===== src/rtl/tmr_pkg.sv =====
package tmr_pkg;

    parameter int unsigned TMR_ADDR_W = 8;

    localparam logic [TMR_ADDR_W-1:0] OFF_CTRL = 8'h00;
    localparam logic [TMR_ADDR_W-1:0] OFF_IEN  = 8'h0C;
    localparam logic [TMR_ADDR_W-1:0] OFF_STAT = 8'h10;
    localparam logic [TMR_ADDR_W-1:0] OFF_EGR  = 8'h14;
    localparam logic [TMR_ADDR_W-1:0] OFF_CNT  = 8'h24;
    localparam logic [TMR_ADDR_W-1:0] OFF_PSC  = 8'h28;
    localparam logic [TMR_ADDR_W-1:0] OFF_ARR  = 8'h2C;

    localparam int unsigned BIT_RUN      = 0;
    localparam int unsigned BIT_OVF_ONLY = 2;
    localparam int unsigned BIT_UIE      = 0;
    localparam int unsigned BIT_DMAE     = 8;
    localparam int unsigned BIT_FLAG     = 0;
    localparam int unsigned BIT_SWUPD    = 0;

    typedef enum logic [2:0] {
        SEL_CTRL,
        SEL_IEN,
        SEL_STAT,
        SEL_EGR,
        SEL_CNT,
        SEL_PSC,
        SEL_ARR,
        SEL_NONE
    } reg_sel_e;

    function automatic reg_sel_e decode_sel(input logic [TMR_ADDR_W-1:0] a);
        reg_sel_e s;
        case (a)
            OFF_CTRL: s = SEL_CTRL;
            OFF_IEN:  s = SEL_IEN;
            OFF_STAT: s = SEL_STAT;
            OFF_EGR:  s = SEL_EGR;
            OFF_CNT:  s = SEL_CNT;
            OFF_PSC:  s = SEL_PSC;
            OFF_ARR:  s = SEL_ARR;
            default:  s = SEL_NONE;
        endcase
        return s;
    endfunction

endpackage


===== src/rtl/tmr_prescaler.sv =====
module tmr_prescaler #(
    parameter int unsigned PSC_W = 16
) (
    input  logic             clk,
    input  logic             rst_n,
    input  logic             run,
    input  logic             restart,
    input  logic             load,
    input  logic [PSC_W-1:0] psc_pre,
    output logic             tick
);

    typedef struct packed {
        logic [PSC_W-1:0] div;
        logic [PSC_W-1:0] lim;
    } psc_state_t;

    psc_state_t s_d, s_q;

    // one tick at the end of each (lim + 1)-cycle window
    assign tick = run && (s_q.div == s_q.lim);

    always_comb begin
        s_d = s_q;
        if (restart) begin
            s_d.div = '0;
        end else if (run) begin
            s_d.div = tick ? '0 : s_q.div + 1'b1;
        end
        if (load) begin
            s_d.lim = psc_pre;
        end
    end

    always_ff @(posedge clk or negedge rst_n) begin
        if (!rst_n) begin
            s_q <= '0;
        end else begin
            s_q <= s_d;
        end
    end

endmodule


===== src/rtl/tmr_counter.sv =====
module tmr_counter #(
    parameter int unsigned CNT_W = 16
) (
    input  logic             clk,
    input  logic             rst_n,
    input  logic             tick,
    input  logic             restart,
    input  logic             load,
    input  logic             wr_en,
    input  logic [CNT_W-1:0] wr_val,
    input  logic [CNT_W-1:0] lim_pre,
    output logic [CNT_W-1:0] cnt,
    output logic             wrap
);

    typedef struct packed {
        logic [CNT_W-1:0] cnt;
        logic [CNT_W-1:0] lim;
    } cnt_state_t;

    cnt_state_t s_d, s_q;

    assign cnt  = s_q.cnt;
    assign wrap = tick && (s_q.cnt == s_q.lim);

    // priority: software restart, bus load, wrap, plain step
    always_comb begin
        s_d = s_q;
        if (restart) begin
            s_d.cnt = '0;
        end else if (wr_en) begin
            s_d.cnt = wr_val;
        end else if (wrap) begin
            s_d.cnt = '0;
        end else if (tick) begin
            s_d.cnt = s_q.cnt + 1'b1;
        end
        if (load) begin
            s_d.lim = lim_pre;
        end
    end

    always_ff @(posedge clk or negedge rst_n) begin
        if (!rst_n) begin
            s_q <= '0;
        end else begin
            s_q <= s_d;
        end
    end

endmodule


===== src/rtl/tmr_regs.sv =====
module tmr_regs
    import tmr_pkg::*;
#(
    parameter int unsigned DATA_W = 32,
    parameter int unsigned CNT_W  = 16,
    parameter int unsigned PSC_W  = 16
) (
    input  logic                  clk,
    input  logic                  rst_n,
    input  logic [TMR_ADDR_W-1:0] addr,
    input  logic                  we,
    input  logic [DATA_W-1:0]     wdata,
    input  logic [CNT_W-1:0]      cnt,
    input  logic                  wrap,
    output logic                  run,
    output logic                  swupd,
    output logic                  cnt_wr,
    output logic [CNT_W-1:0]      cnt_wr_val,
    output logic [PSC_W-1:0]      psc_pre,
    output logic [CNT_W-1:0]      arr_pre,
    output logic                  flag,
    output logic [DATA_W-1:0]     rdata,
    output logic                  irq,
    output logic                  dma
);

    typedef struct packed {
        logic             run;
        logic             ovf_only;
        logic             uie;
        logic             dmae;
        logic             flag;
        logic             dma;
        logic [PSC_W-1:0] psc_pre;
        logic [CNT_W-1:0] arr_pre;
    } reg_state_t;

    reg_state_t r_d, r_q;
    reg_sel_e   sel;
    logic       flag_set;
    logic       unused_wdata;

    assign unused_wdata = ^wdata;

    assign sel        = decode_sel(addr);
    assign swupd      = we && (sel == SEL_EGR) && wdata[BIT_SWUPD];
    assign cnt_wr     = we && (sel == SEL_CNT);
    assign cnt_wr_val = wdata[CNT_W-1:0];
    assign flag_set   = wrap || (swupd && !r_q.ovf_only);

    always_comb begin
        r_d     = r_q;
        r_d.dma = flag_set && r_q.dmae;
        if (we) begin
            case (sel)
                SEL_CTRL: begin
                    r_d.run      = wdata[BIT_RUN];
                    r_d.ovf_only = wdata[BIT_OVF_ONLY];
                end
                SEL_IEN: begin
                    r_d.uie  = wdata[BIT_UIE];
                    r_d.dmae = wdata[BIT_DMAE];
                end
                SEL_STAT: begin
                    if (!wdata[BIT_FLAG]) begin
                        r_d.flag = 1'b0;
                    end
                end
                SEL_PSC: r_d.psc_pre = wdata[PSC_W-1:0];
                SEL_ARR: r_d.arr_pre = wdata[CNT_W-1:0];
                default: ;
            endcase
        end
        // a set in the same cycle overrides a clear
        if (flag_set) begin
            r_d.flag = 1'b1;
        end
    end

    always_ff @(posedge clk or negedge rst_n) begin
        if (!rst_n) begin
            r_q <= '0;
        end else begin
            r_q <= r_d;
        end
    end

    always_comb begin
        rdata = '0;
        case (sel)
            SEL_CTRL: begin
                rdata[BIT_RUN]      = r_q.run;
                rdata[BIT_OVF_ONLY] = r_q.ovf_only;
            end
            SEL_IEN: begin
                rdata[BIT_UIE]  = r_q.uie;
                rdata[BIT_DMAE] = r_q.dmae;
            end
            SEL_STAT: rdata[BIT_FLAG] = r_q.flag;
            SEL_CNT: begin
                rdata[CNT_W-1:0] = cnt;
                rdata[DATA_W-1]  = r_q.flag;
            end
            SEL_PSC: rdata[PSC_W-1:0] = r_q.psc_pre;
            SEL_ARR: rdata[CNT_W-1:0] = r_q.arr_pre;
            default: rdata = '0;
        endcase
    end

    assign run     = r_q.run;
    assign psc_pre = r_q.psc_pre;
    assign arr_pre = r_q.arr_pre;
    assign flag    = r_q.flag;
    assign irq     = r_q.flag && r_q.uie;
    assign dma     = r_q.dma;

endmodule


===== src/rtl/basic_tick_timer.sv =====
module basic_tick_timer
    import tmr_pkg::*;
#(
    parameter int unsigned DATA_W = 32,
    parameter int unsigned CNT_W  = 16,
    parameter int unsigned PSC_W  = 16
) (
    input  logic                  clk,
    input  logic                  rst_n,
    input  logic [TMR_ADDR_W-1:0] bus_addr,
    input  logic                  bus_we,
    input  logic [DATA_W-1:0]     bus_wdata,
    output logic [DATA_W-1:0]     bus_rdata,
    output logic                  irq_o,
    output logic                  dma_req_o
);

    logic             run_w;
    logic             swupd_w;
    logic             cnt_wr_w;
    logic [CNT_W-1:0] cnt_wr_val_w;
    logic [PSC_W-1:0] psc_pre_w;
    logic [CNT_W-1:0] arr_pre_w;
    logic             tick_w;
    logic             wrap_w;
    logic [CNT_W-1:0] cnt_w;
    logic             flag_w;
    logic             upd_w;

    // either update source reloads both running copies
    assign upd_w = wrap_w || swupd_w;

    tmr_regs #(
        .DATA_W (DATA_W),
        .CNT_W  (CNT_W),
        .PSC_W  (PSC_W)
    ) u_regs (
        .clk        (clk),
        .rst_n      (rst_n),
        .addr       (bus_addr),
        .we         (bus_we),
        .wdata      (bus_wdata),
        .cnt        (cnt_w),
        .wrap       (wrap_w),
        .run        (run_w),
        .swupd      (swupd_w),
        .cnt_wr     (cnt_wr_w),
        .cnt_wr_val (cnt_wr_val_w),
        .psc_pre    (psc_pre_w),
        .arr_pre    (arr_pre_w),
        .flag       (flag_w),
        .rdata      (bus_rdata),
        .irq        (irq_o),
        .dma        (dma_req_o)
    );

    tmr_prescaler #(
        .PSC_W (PSC_W)
    ) u_psc (
        .clk     (clk),
        .rst_n   (rst_n),
        .run     (run_w),
        .restart (swupd_w),
        .load    (upd_w),
        .psc_pre (psc_pre_w),
        .tick    (tick_w)
    );

    tmr_counter #(
        .CNT_W (CNT_W)
    ) u_cnt (
        .clk     (clk),
        .rst_n   (rst_n),
        .tick    (tick_w),
        .restart (swupd_w),
        .load    (upd_w),
        .wr_en   (cnt_wr_w),
        .wr_val  (cnt_wr_val_w),
        .lim_pre (arr_pre_w),
        .cnt     (cnt_w),
        .wrap    (wrap_w)
    );

endmodule


===== config.mk =====
export PLATFORM = sky130hd
export DESIGN_NAME = basic_tick_timer
export DESIGN_NICKNAME = d
export VERILOG_FILES = /design/src/rtl/tmr_pkg.sv /design/src/rtl/tmr_prescaler.sv /design/src/rtl/tmr_counter.sv /design/src/rtl/tmr_regs.sv /design/src/rtl/basic_tick_timer.sv
export SDC_FILE = /design/constraint.sdc
export NUM_CORES = 1
export LEC_CHECK = 0
export ABC_AREA = 1
export ABC_CLOCK_PERIOD_IN_PS = 7200
export BUFFER_PORTS_ARGS = -buffer_cell sky130_fd_sc_hd__clkbuf_2
export CORE_MARGIN = 2
export CORE_UTILIZATION = 64
export CTS_BUF_LIST = sky130_fd_sc_hd__clkbuf_4 sky130_fd_sc_hd__clkbuf_8 sky130_fd_sc_hd__clkbuf_16
export DETAILED_ROUTE_END_ITERATION = 10
export HOLD_SLACK_MARGIN = 0.06
export PLACE_DENSITY = 0.82
export SLEW_MARGIN = 20
export SYNTH_ARGS = -nofsm -noshare
export SYNTH_HDL_FRONTEND = slang
export SYNTH_HIERARCHICAL = 1
export SYNTH_SLANG_ARGS = --single-unit
export TNS_END_PERCENT = 30

===== constraint.sdc =====
create_clock -name clk -period 7.2 [get_ports clk]
set_clock_uncertainty 0.15 [all_clocks]
set_input_delay 0.72 -clock clk [delete_from_list [all_inputs] [get_ports clk]]
set_output_delay 0.72 -clock clk [all_outputs]
set_load 0.01 [all_outputs]

==> results.sh <==
export IMPL_synthFlopType="dfrtp_1"
export IMPL_synthAdderAreaFrac=0.003632
export IMPL_power_mw=1.382
export IMPL_p_leak_nw=3.580
export IMPL_synth_compound_area_frac=0.07173
export IMPL_synthesis_area_sq_um=6890
export IMPL_syn_inst=984
export IMPL_n_antenna_cell=0
export IMPL_yosys_area_share_simple=0.3512
export IMPL_timing_max_transition_violations_final=0
export IMPL_critPathLaunch="u_psc/s_q[27]"
export IMPL_fp_dieArea_sq_um=11610
export IMPL_synth_cell_types=33
export IMPL_finalSetupTns_ns=0
export IMPL_drcViolationCount=0
export IMPL_hold_path_class="in2async"
export IMPL_max_stage_delay_ns=0.65
export IMPL_fmax_mhz=259.6
export IMPL_outcome="complete, no violations"
export IMPL_vias=5791
export IMPL_cp_num_buf_inv=4
export IMPL_postRouteAntennaNets=0
export IMPL_critPathTopFamily="simple AND/OR/NAND/NOR gates"
export IMPL_endpoint="u_cnt/s_q[4]"
export IMPL_post_cts_resized=0
export IMPL_slew_limit_headroom=0.3415
export IMPL_top_layer="met4"
export IMPL_hpwlAfterDp_mm=11.74
export IMPL_path_class="reg2reg"
export IMPL_path_depth=14
export IMPL_grt_pass1_wl_mm=26.79
export IMPL_yosys_register_bits=102
export IMPL_firstDrtPassIters=5
export IMPL_synth_xor_area_share=0.02288
export IMPL_overflow=0
export IMPL_wl_met3_mm=1.206
export IMPL_final_hold_violation_count=0
export IMPL_track_usage=0.2993
export IMPL_dr_wl_met2_mm=7.374
export IMPL_synthArstFlopShare=1.000
export IMPL_muxShareOfSynthArea=0.008171
export IMPL_r2r_start="u_psc/s_q[27]"
export IMPL_cts_tree="done"
export IMPL_power_density_nw_per_um2=202.2
export IMPL_clk_latency_ns=0.39
export IMPL_post_cts_buffers=0
export IMPL_layout_min_cycle_time_ns=3.853
export IMPL_cts_root_buf="clkbuf_8"
export IMPL_start_kind="flip-flop"
export IMPL_vias_per_cell=5.284
export IMPL_r2r_cells=14
export IMPL_place_congestion=0.9393
export IMPL_grt_max_degree=68
export IMPL_crit_chain="inv_1 > nand2_1 > nand2_1 > inv_1 > nand3_1 > nor3_1 > nand3_1 > nor2_1 > nand4_1 > nor4_1 > inv_1 > nand2_1 > buf_4 > mux2_2"
export IMPL_finalCritPeriodShare=0.5351
export IMPL_arrival_ns=3.98
export IMPL_setup_viol=0
export IMPL_cts_max_level=3
export IMPL_yosysWarnings=6
export IMPL_drt_initial_drc_count=447
export IMPL_crit_required_ns=7.32
export IMPL_postLayoutCoreUtil=0.6593
export IMPL_rsz0062_at_grt="no"
export IMPL_cts_hold_buf=0
export IMPL_numCtsBuffers=9
export IMPL_yosys_top_cells_count="nand2_1, inv_1, dfrtp_1"
export IMPL_wire_per_inst_um=14.85
export IMPL_worst_slew_pin_slew_ns=0.9867
export IMPL_io_pins=77
export IMPL_numClockSinks=102
export IMPL_ys_seq_area_frac=0.3704
export IMPL_die_width_um=107.8
export IMPL_crit_fanout=32
export IMPL_drive_above_1_share=0.1385
export IMPL_grt_antenna_before_repair=0
export IMPL_drt_wl_total_mm=16.27
export IMPL_cts_clk_slew_worst_paths_ns=0.09
export IMPL_m1WireLength_mm=7.484
export IMPL_synthTopCellsByArea="dfrtp_1, nand2_1, buf_4"
export IMPL_grt_pass1_vias=5385
export IMPL_initial_core_util=0.6645
export IMPL_port_buffers=45
export IMPL_reg2reg_setup_slack_ns=3.35
export IMPL_num_nets_final=1002
export IMPL_syn_area_per_cell_sq_um=7.002
export IMPL_clk_path_buf_depth=2
export IMPL_yosysMostFrequentCell="nand2_1"
export IMPL_endpoint_kind="flip-flop"
export IMPL_num_rows=37
export IMPL_synth_edf_count=0
export IMPL_synth_top_area_share=0.3704
export IMPL_synth_top_cell_by_area="dfrtp_1"
export IMPL_rr_endpoint="u_cnt/s_q[4]"
export IMPL_fp_dieH_um=107.8
export IMPL_core_area_sq_um=10370
export IMPL_synth_top_family_by_area="simple AND/OR/NAND/NOR gates"
export IMPL_vdd_drop_max_uv=164.9
export IMPL_holdWs_ns=0.1247
export IMPL_drv_cap=0
export IMPL_area_growth_pct=-0.7808
export IMPL_critPathSlowestCell="nand2_1"
cell usage in the layout, fill, tap and decap left out, drive strengths merged:
cell / n
nor3b: 6
inv: 115
ha: 2
nand3: 69
o21ai: 82
nor4: 1
nand4: 9
xor2: 13
bufinv: 2
clkinvlp: 1
nand2: 344
dfrtp: 102
clkbuf: 54
a21oi: 4
clkinv: 1
mux2: 5
nor3: 13
buf: 5
conb: 15
xnor2: 5
nand3b: 1
or3: 1
nor2: 110
layer usage:
metal	up-vias	global-route usage
li1	2896	-
met1	2659	0.4300
met2	212	0.4600
met3	24	0.06659
met4	0	0.07784
met5	-	0
logic make-up after synthesis:
logic type / count (synthesis)
AND/OR/NAND/NOR: 554
buffers and inverters: 216
flip-flops: 102
AO/OA/AOI/OAI: 86
XOR/XNOR: 18
multiplexers: 5
adder cells (fa/ha/maj): 2
other: 1
power breakdown:
part	leakage [nW]	switching [mW]	total, mW	internal, mW
sequential	1.38	0.0723	0.689	0.616
combinational	2.10	0.191	0.299	0.109
clock	0.104	0.193	0.394	0.201
area by class of cell:
type	count	area [sq um]
fill	980	3533
multi-input combinational	680	3209
sequential	102	2552
inverter	115	436.7
timing repair buffer	49	257.7
tap	136	170.2
clock buffer	10	137.6
clock inverter	4	72.57
stage by stage:
| step | instance area, sq um | setup slack [ns] | cells |
|---|---|---|---|
| finish | 6837 | 3.347 | 1096 |
| global route | 6837 | 3.093 | 1096 |
| CTS | 6837 | 3.505 | 1096 |
| detailed placement | 6626 | 3.178 | 1082 |
| global placement | 6626 | 3.241 | 1082 |
| floorplan | 6943 | 4.590 | 998 |
sequential cells by signal (all words and copies together) (netlist names):
name and count:
u_regs/run 1, u_regs/dma 1, u_regs/flag 1, u_cnt/cnt 16, u_cnt/s_q 16, u_regs/psc_pre 16, u_regs/arr_pre 16, u_regs/r_q 3
u_psc/s_q 32
worst reg2reg max path, stage by stage (launching register included):
cell     delay, ns
dfrtp_1       0.42
inv_1         0.09
nand2_1       0.06
nand2_1       0.05
inv_1         0.07
nand3_1       0.07
nor3_1        0.21
nand3_1       0.10
nor2_1        0.27
nand4_1       0.13
nor4_1        0.57
inv_1         0.08
nand2_1       0.65
buf_4         0.44
mux2_2        0.38
worst min path at each step:
stage / cells after the start / from / slack, ns / to
final: 1 / rst_n / 0.12 / u_regs/flag
after global routing: 1 / rst_n / 0.14 / u_cnt/cnt[15]
after CTS: 1 / rst_n / 0.13 / u_cnt/cnt[8]
after detailed placement: 2 / u_regs/r_q[34] / 0.34 / u_regs/dma
after global placement: 2 / u_regs/r_q[34] / 0.34 / u_regs/dma
after floorplan: 0 / rst_n / 0.27 / u_cnt/cnt[0]
No activity file was read; power rests on OpenSTA's default activity.
